===== src/rtl/crb_pkg.sv =====
package crb_pkg;

    typedef enum logic [2:0] {
        RPL_BANNER,
        RPL_READ,
        RPL_OK,
        RPL_BAD,
        RPL_TIMEOUT
    } reply_kind_e;

    localparam logic [7:0] CH_SP = 8'h20;
    localparam logic [7:0] CH_CR = 8'h0D;
    localparam logic [7:0] CH_LF = 8'h0A;
    localparam logic [7:0] CH_WR = 8'h57;
    localparam logic [7:0] CH_RD = 8'h52;

    // Returns {is_hex, nibble}
    function automatic logic [4:0] hex_decode(input logic [7:0] c);
        logic [7:0] t;
        t = 8'h00;
        if (c >= 8'h30 && c <= 8'h39) begin
            t = c - 8'h30;
            return {1'b1, t[3:0]};
        end else if (c >= 8'h41 && c <= 8'h46) begin
            t = c - 8'h37;
            return {1'b1, t[3:0]};
        end else if (c >= 8'h61 && c <= 8'h66) begin
            t = c - 8'h57;
            return {1'b1, t[3:0]};
        end
        return 5'b0_0000;
    endfunction

    function automatic logic [7:0] hex_encode(input logic [3:0] n);
        return (n < 4'd10) ? (8'h30 + {4'h0, n}) : (8'h37 + {4'h0, n});
    endfunction

endpackage


===== src/rtl/crb_parser.sv =====
module crb_parser
    import crb_pkg::*;
#(
    parameter int ADDR_W = 16,
    parameter int DATA_W = 16
) (
    input  logic              clk,
    input  logic              rst_n,
    input  logic              rx_valid,
    input  logic [7:0]        rx_data,
    input  logic              accept_en,
    input  logic              done,
    output logic              req_o,
    output logic              bad_o,
    output logic              we_o,
    output logic [ADDR_W-1:0] adr_o,
    output logic [DATA_W-1:0] wdat_o
);

    localparam int ADIG = ADDR_W / 4;
    localparam int DDIG = DATA_W / 4;
    localparam int MDIG = (ADIG > DDIG) ? ADIG : DDIG;
    localparam int CW   = $clog2(MDIG + 1);
    localparam logic [CW-1:0] A_LAST = CW'(ADIG - 1);
    localparam logic [CW-1:0] D_LAST = CW'(DDIG - 1);

    typedef enum logic [2:0] {
        PS_IDLE, PS_SEP1, PS_ADDR, PS_SEP2, PS_DATA, PS_SEP3, PS_WAIT
    } pstate_e;

    typedef struct packed {
        pstate_e             st;
        logic                we;
        logic [ADDR_W-1:0]   adr;
        logic [DATA_W-1:0]   wdat;
        logic [CW-1:0]       cnt;
        logic                req;
        logic                bad;
    } pars_t;

    pars_t q, d;
    logic       dig_ok;
    logic [3:0] nib;
    logic       take;
    logic       fail;

    always_comb begin
        d       = q;
        d.req   = 1'b0;
        d.bad   = 1'b0;
        fail    = 1'b0;
        {dig_ok, nib} = hex_decode(rx_data);
        take    = rx_valid && accept_en && (q.st != PS_WAIT);

        if (q.st == PS_WAIT) begin
            if (done) d.st = PS_IDLE;
        end else if (take) begin
            case (q.st)
                PS_IDLE: begin
                    if (rx_data == CH_WR) begin
                        d.we = 1'b1;
                        d.st = PS_SEP1;
                    end else if (rx_data == CH_RD) begin
                        d.we = 1'b0;
                        d.st = PS_SEP1;
                    end
                end
                PS_SEP1: begin
                    if (rx_data == CH_SP) begin
                        d.st  = PS_ADDR;
                        d.cnt = '0;
                        d.adr = '0;
                    end else fail = 1'b1;
                end
                PS_ADDR: begin
                    if (dig_ok) begin
                        d.adr = {q.adr[ADDR_W-5:0], nib};
                        d.cnt = q.cnt + 1'b1;
                        if (q.cnt == A_LAST) d.st = PS_SEP2;
                    end else fail = 1'b1;
                end
                PS_SEP2: begin
                    if (rx_data != CH_SP) begin
                        fail = 1'b1;
                    end else if (q.we) begin
                        d.st   = PS_DATA;
                        d.cnt  = '0;
                        d.wdat = '0;
                    end else begin
                        d.st  = PS_WAIT;
                        d.req = 1'b1;
                    end
                end
                PS_DATA: begin
                    if (dig_ok) begin
                        d.wdat = {q.wdat[DATA_W-5:0], nib};
                        d.cnt  = q.cnt + 1'b1;
                        if (q.cnt == D_LAST) d.st = PS_SEP3;
                    end else fail = 1'b1;
                end
                PS_SEP3: begin
                    if (rx_data == CH_SP) begin
                        d.st  = PS_WAIT;
                        d.req = 1'b1;
                    end else fail = 1'b1;
                end
                default: d.st = PS_IDLE;
            endcase
            if (fail) begin
                d.st  = PS_IDLE;
                d.bad = 1'b1;
            end
        end
    end

    always_ff @(posedge clk or negedge rst_n) begin
        if (!rst_n) begin
            q    <= '0;
            q.st <= PS_IDLE;
        end else begin
            q <= d;
        end
    end

    assign req_o  = q.req;
    assign bad_o  = q.bad;
    assign we_o   = q.we;
    assign adr_o  = q.adr;
    assign wdat_o = q.wdat;

endmodule


===== src/rtl/crb_bus_master.sv =====
module crb_bus_master #(
    parameter int ADDR_W  = 16,
    parameter int DATA_W  = 16,
    parameter int TIMEOUT = 256
) (
    input  logic              clk,
    input  logic              rst_n,
    input  logic              req,
    input  logic              we,
    input  logic [ADDR_W-1:0] adr,
    input  logic [DATA_W-1:0] wdat,
    input  logic              bus_ack,
    input  logic [DATA_W-1:0] bus_rdat,
    output logic              bus_cyc,
    output logic              bus_stb,
    output logic              bus_we,
    output logic [ADDR_W-1:0] bus_adr,
    output logic [DATA_W-1:0] bus_wdat,
    output logic              done,
    output logic              timed_out,
    output logic [DATA_W-1:0] rdata
);

    localparam int TW = $clog2(TIMEOUT);
    localparam logic [TW-1:0] T_LAST = TW'(TIMEOUT - 1);

    typedef struct packed {
        logic              act;
        logic              we;
        logic [ADDR_W-1:0] adr;
        logic [DATA_W-1:0] wdat;
        logic [TW-1:0]     cnt;
        logic              done;
        logic              tmo;
        logic [DATA_W-1:0] rdata;
    } bus_t;

    bus_t q, d;

    always_comb begin
        d      = q;
        d.done = 1'b0;
        if (!q.act) begin
            if (req) begin
                d.act  = 1'b1;
                d.we   = we;
                d.adr  = adr;
                d.wdat = wdat;
                d.cnt  = '0;
            end
        end else if (bus_ack) begin
            d.act   = 1'b0;
            d.done  = 1'b1;
            d.tmo   = 1'b0;
            d.rdata = bus_rdat;
        end else if (q.cnt == T_LAST) begin
            d.act  = 1'b0;
            d.done = 1'b1;
            d.tmo  = 1'b1;
        end else begin
            d.cnt = q.cnt + 1'b1;
        end
    end

    always_ff @(posedge clk or negedge rst_n) begin
        if (!rst_n) q <= '0;
        else        q <= d;
    end

    assign bus_cyc   = q.act;
    assign bus_stb   = q.act;
    assign bus_we    = q.we;
    assign bus_adr   = q.adr;
    assign bus_wdat  = q.wdat;
    assign done      = q.done;
    assign timed_out = q.tmo;
    assign rdata     = q.rdata;

endmodule


===== src/rtl/crb_reply.sv =====
module crb_reply
    import crb_pkg::*;
#(
    parameter int DATA_W = 16
) (
    input  logic              clk,
    input  logic              rst_n,
    input  logic              load,
    input  reply_kind_e       kind,
    input  logic [DATA_W-1:0] data,
    input  logic              tx_ready,
    output logic              tx_valid,
    output logic [7:0]        tx_data
);

    localparam int NDIG  = DATA_W / 4;
    localparam int DEPTH = (NDIG + 2 > 7) ? NDIG + 2 : 7;
    localparam int IW    = $clog2(DEPTH + 1);

    typedef struct packed {
        logic                  busy;
        logic [DEPTH-1:0][7:0] text;
        logic [IW-1:0]         len;
        logic [IW-1:0]         idx;
    } rpl_t;

    rpl_t q, d;

    function automatic rpl_t compose(input reply_kind_e k, input logic [DATA_W-1:0] v);
        rpl_t t;
        t      = '0;
        t.busy = 1'b1;
        case (k)
            RPL_BANNER: begin
                t.text[0] = 8'h52;
                t.text[1] = 8'h45;
                t.text[2] = 8'h41;
                t.text[3] = 8'h44;
                t.text[4] = 8'h59;
                t.text[5] = CH_CR;
                t.text[6] = CH_LF;
                t.len     = IW'(7);
            end
            RPL_READ: begin
                for (int i = 0; i < NDIG; i++)
                    t.text[i] = hex_encode(v[DATA_W-1-4*i -: 4]);
                t.text[NDIG]   = CH_CR;
                t.text[NDIG+1] = CH_LF;
                t.len          = IW'(NDIG + 2);
            end
            RPL_OK: begin
                t.text[0] = 8'h4F;
                t.text[1] = 8'h4B;
                t.text[2] = CH_CR;
                t.text[3] = CH_LF;
                t.len     = IW'(4);
            end
            RPL_TIMEOUT: begin
                t.text[0] = 8'h54;
                t.text[1] = 8'h4F;
                t.text[2] = CH_CR;
                t.text[3] = CH_LF;
                t.len     = IW'(4);
            end
            default: begin
                t.text[0] = 8'h3F;
                t.text[1] = CH_CR;
                t.text[2] = CH_LF;
                t.len     = IW'(3);
            end
        endcase
        return t;
    endfunction

    always_comb begin
        d = q;
        if (q.busy) begin
            if (tx_ready) begin
                if (q.idx == q.len - 1'b1) d.busy = 1'b0;
                else                       d.idx  = q.idx + 1'b1;
            end
        end else if (load) begin
            d = compose(kind, data);
        end
    end

    always_ff @(posedge clk or negedge rst_n) begin
        if (!rst_n) q <= compose(RPL_BANNER, '0);
        else        q <= d;
    end

    assign tx_valid = q.busy;
    assign tx_data  = q.text[q.idx];

endmodule


===== src/rtl/cmd_reg_bridge.sv =====
module cmd_reg_bridge
    import crb_pkg::*;
#(
    parameter int ADDR_W  = 16,
    parameter int DATA_W  = 16,
    parameter int TIMEOUT = 256
) (
    input  logic              clk,
    input  logic              rst_n,
    input  logic              rx_valid,
    input  logic [7:0]        rx_data,
    output logic              tx_valid,
    output logic [7:0]        tx_data,
    input  logic              tx_ready,
    output logic              bus_cyc,
    output logic              bus_stb,
    output logic              bus_we,
    output logic [ADDR_W-1:0] bus_adr,
    output logic [DATA_W-1:0] bus_wdat,
    input  logic [DATA_W-1:0] bus_rdat,
    input  logic              bus_ack
);

    logic              p_req, p_bad, p_we;
    logic [ADDR_W-1:0] p_adr;
    logic [DATA_W-1:0] p_wdat;
    logic              m_done, m_tmo;
    logic [DATA_W-1:0] m_rdata;
    logic              r_load;
    reply_kind_e       r_kind;

    crb_parser #(.ADDR_W(ADDR_W), .DATA_W(DATA_W)) u_parser (
        .clk       (clk),
        .rst_n     (rst_n),
        .rx_valid  (rx_valid),
        .rx_data   (rx_data),
        .accept_en (!tx_valid),
        .done      (m_done),
        .req_o     (p_req),
        .bad_o     (p_bad),
        .we_o      (p_we),
        .adr_o     (p_adr),
        .wdat_o    (p_wdat)
    );

    crb_bus_master #(.ADDR_W(ADDR_W), .DATA_W(DATA_W), .TIMEOUT(TIMEOUT)) u_master (
        .clk       (clk),
        .rst_n     (rst_n),
        .req       (p_req),
        .we        (p_we),
        .adr       (p_adr),
        .wdat      (p_wdat),
        .bus_ack   (bus_ack),
        .bus_rdat  (bus_rdat),
        .bus_cyc   (bus_cyc),
        .bus_stb   (bus_stb),
        .bus_we    (bus_we),
        .bus_adr   (bus_adr),
        .bus_wdat  (bus_wdat),
        .done      (m_done),
        .timed_out (m_tmo),
        .rdata     (m_rdata)
    );

    always_comb begin
        r_load = p_bad || m_done;
        if (p_bad)       r_kind = RPL_BAD;
        else if (m_tmo)  r_kind = RPL_TIMEOUT;
        else if (bus_we) r_kind = RPL_OK;
        else             r_kind = RPL_READ;
    end

    crb_reply #(.DATA_W(DATA_W)) u_reply (
        .clk      (clk),
        .rst_n    (rst_n),
        .load     (r_load),
        .kind     (r_kind),
        .data     (m_rdata),
        .tx_ready (tx_ready),
        .tx_valid (tx_valid),
        .tx_data  (tx_data)
    );

endmodule


===== config.mk =====
export PLATFORM = sky130hd
export DESIGN_NAME = cmd_reg_bridge
export DESIGN_NICKNAME = d
export VERILOG_FILES = /design/src/rtl/crb_pkg.sv /design/src/rtl/crb_parser.sv /design/src/rtl/crb_bus_master.sv /design/src/rtl/crb_reply.sv /design/src/rtl/cmd_reg_bridge.sv
export SDC_FILE = /design/constraint.sdc
export NUM_CORES = 1
export LEC_CHECK = 0
export BUFFER_PORTS_ARGS = -buffer_cell sky130_fd_sc_hd__buf_2
export CAP_MARGIN = 20
export CORE_ASPECT_RATIO = 0.7
export CORE_MARGIN = 1.5
export CORE_UTILIZATION = 32
export CTS_CLUSTER_DIAMETER = 120
export DETAILED_ROUTE_END_ITERATION = 7
export GPL_ROUTABILITY_DRIVEN = 0
export PLACE_DENSITY = 0.6
export SLEW_MARGIN = 40
export SYNTH_ARGS = -nofsm -noshare
export SYNTH_HDL_FRONTEND = slang
export SYNTH_SLANG_ARGS = --single-unit

===== constraint.sdc =====
create_clock -name clk -period 4.5 [get_ports clk]
set_clock_uncertainty 0.05 [all_clocks]
set_input_delay 0.9 -clock clk [delete_from_list [all_inputs] [get_ports clk]]
set_output_delay 0.9 -clock clk [all_outputs]
set_load 0.03 [all_outputs]

==> flow_summary.toml, run 1 <==
[final_layout]
area_growth_pct = 14.2
final_common_cell = "nand2_1"
layout-drive-gt1-share = 0.227
final_cell_mix = "nand2_1, dfrtp_1, buf_2"
nets = 757
layout.cells.non_filler = 1004

[cts]
cts_buffers = 17
insertion_delay_ns = 0.42
cts_hold_buf = 0
cts-resized-gates = 0
cts_sinks = 139
root_buffer = "clkbuf_16"
cts_setup_buffers = 0
cts_max_path_buffers = 2
clkTransAtPathRegs_ns = 0.06
htreeDepth = 4
cts_tree = "done"

[timing]
fin_setup_tns_ns = 0
final_max_slew_viol_count = 0
fin_crit_ns = 3.12
holdWs_ns = 0.405
post-route-period-util = 0.693
worstMarginPinSlew_ns = 0.833
max_freq_mhz = 321
final-setup-viol-count = 0
relSlewSlack = 0.440
final-hold-violation-count = 0
rsz0062_at_grt = "no"

[synthesis]
yosys_warnings = 0
synth_ff_type = "dfrtp_1"
syn_area_sq_um = 6880
syn_nets = 726
async_flop_share = 1.00
synth_edf_count = 0
avgSynthCellArea_sq_um = 10.1
synth-seq-cells = 139
ys_seq_area_frac = 0.509
synthCells = 683
synth_cell_types = 59

[worst_setup_path]
required_ns = 4.80
crit_slowest_cell = "nor4_4"
cpPeakStageDelay_ns = 0.78
crit_path_end_kind = "flop"
critPathKind = "in2reg"
cp-start-kind = "input port"
critPathMaxFanout = 16
cp_cell_sequence = "buf_2, or4b_1, a311oi_2, nor2_1, nor4_4, a22o_1"
arrival_ns = 3.42

[detailed_routing]
drt_pass1_iterations = 5
viasPerCell = 4.85
vias = 4869
drc_errors = 0
drtIter0Drc = 262
antenna_left = 0
avgRoutedWirePerCell_um = 15.2
wl_um = 15200

[status]
status = "complete, no violations"

[hold_path]
hold_path_class = "reg2reg"

[grt]
grt_max_degree = 81
grt_pass1_vias = 4621
antenna_found_initial = 3
grt_pass1_wl_um = 25200
gr-usage-all-layers = 0.145
grt_overflow = 0

[floorplan]
start_util = 0.329
dieArea_sq_um = 22400
num_rows = 44
core-area_sq_um = 20900
chipHeight_um = 126
ios = 73
die_w_um = 178

[flow_run]
cap_violations = 0

[power_and_ir_drop]
power_leakage_nw = 3.74
internal_power_w = 0.00237
irDropWorstVdd_mv = 0.237
powerDensity_nw_per_um2 = 416
clockPowerShare = 0.422
p_comb_frac = 0.130
seq_power_share = 0.448
switching_share = 0.276
p_sw_w = 0.000904

[placed_design]
hpwl_um = 10700
dp.cells = 971
portBuffers = 71
==> cell families after synthesis <==
family | after synthesis | share of synthesized area
DFF | 139 | 0.509
other | 1 | 0.000545
AOI/OAI and AO/OA | 139 | 0.134
and+or+nand+nor | 217 | 0.143
buffers and inverters | 110 | 0.0804
adders and majority gates | 14 | 0.0255
muxes | 50 | 0.0892
xor gates and xnor gates | 13 | 0.0186
==> worst paths after layout <==
check | start | to | slack (ns) | depth (start not counted)
max | rx_data[3] | u_parser.adr_o[2] | 1.38 | 6
min | u_reply.q[12] | u_reply.q[12] | 0.41 | 2
max reg2reg | u_parser.q[38] | u_parser.wdat_o[12] | 2.11 | 4
min reg2reg | u_reply.q[12] | u_reply.q[12] | 0.41 | 2
max in group asynchronous | rst_n | u_reply.q[41] | 3.03 | 2
min in group asynchronous | rst_n | u_master.bus_wdat[13] | 0.46 | 1
==> routing by layer <==
metal  GRT usage  routed length (um)
met1       0.233                8450
met2       0.179                5710
met3      0.0495                 945
met4      0.0353                 121
met5           0                  13
==> synthesized netlist by cell type, drive strengths merged (6+ instances only) <==
master | count | area share
nand2 | 125 | 0.068
mux2i | 23 | 0.033
nor3b | 6 | 0.0065
mux4 | 7 | 0.023
a22o | 26 | 0.033
inv | 46 | 0.025
xnor2 | 8 | 0.010
nor3 | 12 | 0.0087
buf | 38 | 0.041
nand3 | 8 | 0.0058
clkbuf | 26 | 0.014
a31oi | 7 | 0.0064
a21oi | 33 | 0.026
mux2 | 20 | 0.033
nor2 | 34 | 0.019
nand2b | 7 | 0.0064
o21ai | 39 | 0.028
dfrtp | 123 | 0.45
ha | 14 | 0.025
dfstp | 16 | 0.061
==> power by group through the flow <==
stage	Combinational [W]	Sequential, W	Clock, W
after floorplan	0.000360	0.00141	0
after global placement	0.000422	0.00149	0
after global routing	0.000474	0.00148	0.00147
after detailed placement	0.000427	0.00149	0
after CTS	0.000430	0.00147	0.00141
final	0.000425	0.00147	0.00138
==> stage by stage <==
step	area, sq um	worst slack, ns	utilization	total power, W
CTS	7840	1.17	0.375	0.00331
floorplan	6880	1.43	-	0.00177
detailed placement	7260	0.974	0.347	0.00191
global placement	7250	1.01	0.346	0.00191
finish	7860	1.38	0.375	0.00327
global route	7850	1.27	0.375	0.00343
==> flip-flops by register name, summed over array words and instances, names as in the netlist <==
name and count:
u_master.bus_wdat 16, u_parser.q 6, u_parser.wdat_o 16, u_parser.we_o 1, u_parser.adr_o 16, u_parser.bad_o 1, u_reply.tx_valid 1, u_master.bus_we 1
u_master.bus_adr 16, u_master.q 8, u_master.done 1, u_master.bus_cyc 1, u_parser.req_o 1, u_master.timed_out 1, u_master.rdata 16, u_reply.q 37
==> worst max-delay path, delay by kind of cell <==
kind,cells,cell delay [ns]
AND/OR/NAND/NOR,3,1.54
buffers and inverters,1,0.13
AO/OA/AOI/OAI,2,0.85
==> cell type report <==
| cell class | count | area [sq um] |
|---|---|---|
| fillers | 2106 | 13100 |
| flip-flops and latches | 139 | 3500 |
| multi-input cells | 434 | 2850 |
| clock buffers | 18 | 439 |
| repair buffers | 76 | 402 |
| well taps | 276 | 345 |
| inverters | 46 | 173 |
| clock inverters | 14 | 145 |
| diodes | 1 | 2.50 |
No activity file was read; power rests on OpenSTA's default activity.
==> run 2, diff against run 1 <==
Settings changed: ABC_AREA from default to 1, PLACE_DENSITY 0.6 to 0.61.
Clock period 4.5 ns to 2.8 ns, I/O delays scaled along.
==> run 2 against run 1 <==
Worst setup slack lost 1.2 ns; die area is essentially flat; cell count grew 13%; largest cell class unchanged; synthesized cell count grew 17%; clock power grew 75%; via count grew 8.4%.
==> flow_summary.toml, run 2 <==
[status]
status = "complete, no violations"

[synthesis]
synthTopCellsByCount = "nand2_1, dfrtp_1, inv_1"
synth_cell_types = 44
async_flop_share = 1.00
synthCells = 801
synth_edf_count = 0
avgSynthCellArea_sq_um = 8.59
synth_most_common_cell = "nand2_1"
syn_area_sq_um = 6880
synth_ff_type = "dfrtp_1"
ys_seq_area_frac = 0.509
syn_nets = 844
synth_top_area_share = 0.447
synth_area_leaders = "dfrtp_1, nand2_1, o21ai_0, dfstp_2, inv_1"
synth-seq-cells = 139
yosys_warnings = 0
synth_top_cell_by_area = "dfrtp_1"

[worst_setup_path]
cp-start-kind = "flop"
r2r_end = "u_reply.q[6]"
cp_top_family = "buffers and inverters"
cp_cell_sequence = "buf_4, nor2_1, inv_1, o311ai_0, buf_2"
required_ns = 2.19
critPathKind = "reg2out"
worstRegToRegCells = 4
cp_num_buf_inv = 3
r2r_start = "u_parser.bad_o"
crit_slowest_cell = "dfrtp_1"
critPathMaxFanout = 11
rrSetupSlack_ns = 0.96
crit_path_end_kind = "output pin"
arrival_ns = 2.02
cpPeakStageDelay_ns = 0.51

[floorplan]
num_rows = 44
die_w_um = 178
start_util = 0.329
chipHeight_um = 126
ios = 73
core-area_sq_um = 20900
dieArea_sq_um = 22400

[power_and_ir_drop]
irDropWorstVdd_mv = 0.362
powerDensity_nw_per_um2 = 657
power_leakage_nw = 4.04

[final_layout]
design_area_sq_um = 7950
final_core_util = 0.380
layout-drive-gt1-share = 0.196
nets = 886
final_cell_mix = "nand2_1, dfrtp_1, inv_1"
largest_reg_flops = 37
layout.cells.non_filler = 1133
fillers = 2159
final_common_cell = "nand2_1"
area_growth_pct = 15.5
multi_input_area_sq_um = 2620
seq_area_sq_um = 3500
regMostFlops = "u_reply.q"

[detailed_routing]
vias = 5276
viasPerCell = 4.66
antenna_left = 0
wl_um = 15900
drt_pass1_iterations = 7
avgRoutedWirePerCell_um = 14.0
drc_errors = 0
drtIter0Drc = 460

[cts]
cts_hold_buf = 0
cts_setup_buffers = 0
cts_sinks = 139
cts-resized-gates = 0
insertion_delay_ns = 0.42
htreeDepth = 4
cts_tree = "done"
cts_max_path_buffers = 2
clkTransAtPathRegs_ns = 0.05
cts_buffers = 17
root_buffer = "clkbuf_16"

[placed_design]
portBuffers = 71
dp.cells = 1100
hpwl_um = 11100
place_area_sq_um = 7310

[timing]
relSlewSlack = 0.539
rsz0062_at_grt = "no"
max_freq_mhz = 380
fin_setup_tns_ns = 0
worstMarginPinSlew_ns = 0.690
final-hold-violation-count = 0
post-route-period-util = 0.940
fin_crit_ns = 2.63
final-setup-viol-count = 0
holdWs_ns = 0.0871
final_max_slew_viol_count = 0

[hold_path]
hold_path_class = "in2async"

[grt]
grt_pass1_wl_um = 26500
antenna_found_initial = 2
gr-usage-all-layers = 0.150
grt_overflow = 0
grt_pass1_vias = 4953
grt_max_degree = 69

[flow_run]
cap_violations = 0
-- run 2: worst max-delay path by stage --
stage	from	to	depth (start not counted)
global placement	u_reply.q[2]	tx_data[2]	5
global route	u_reply.q[1]	tx_data[2]	7
finish	u_reply.q[1]	tx_data[2]	5
detailed placement	u_reply.q[2]	tx_data[0]	5
CTS	u_reply.q[2]	tx_data[0]	5
floorplan	u_reply.q[2]	tx_data[0]	5
-- run 2: area by class of cell --
| class | count | share of cell area |
|---|---|---|
| inverter | 101 | 0.0477 |
| tap | 276 | 0.0435 |
| clock buffer | 19 | 0.0557 |
| clock inverter | 13 | 0.0239 |
| timing repair buffer | 83 | 0.0584 |
| sequential | 139 | 0.440 |
| multi-input combinational | 501 | 0.330 |
| antenna | 1 | 0.000315 |
-- run 2: cell families after synthesis --
kind of cell | after synthesis | synth area share
buffers and inverters | 161 | 0.110
AND/OR/NAND/NOR | 301 | 0.187
AO/OA/AOI/OAI | 156 | 0.125
adder cells (fa/ha/maj) | 14 | 0.0255
multiplexers | 16 | 0.0262
flip-flops | 139 | 0.509
XOR/XNOR | 13 | 0.0166
other | 1 | 0.000545
-- run 2: power by group --
part	internal [W]	switching [W]	leakage, nW
Combinational	0.000221	0.000490	2.03
Sequential	0.00204	0.0000527	1.70
Clock	0.00152	0.000893	0.308
-- run 2: metal layers --
metal / share of wire / vias to the layer above / track usage
li1: - / 2679 / -
met1: 0.54 / 2458 / 0.237
met2: 0.38 / 122 / 0.190
met3: 0.069 / 15 / 0.0525
met4: 0.0083 / 2 / 0.0368
met5: 0.00044 / - / 0
-- run 2: metrics by stage --
step                      total power [W]  setup slack (ns)
after global routing              0.00547            0.0297
after global placement            0.00282             0.577
after floorplan                   0.00260             0.221
after CTS                         0.00528             0.136
after detailed placement          0.00283             0.590
final                             0.00522             0.168
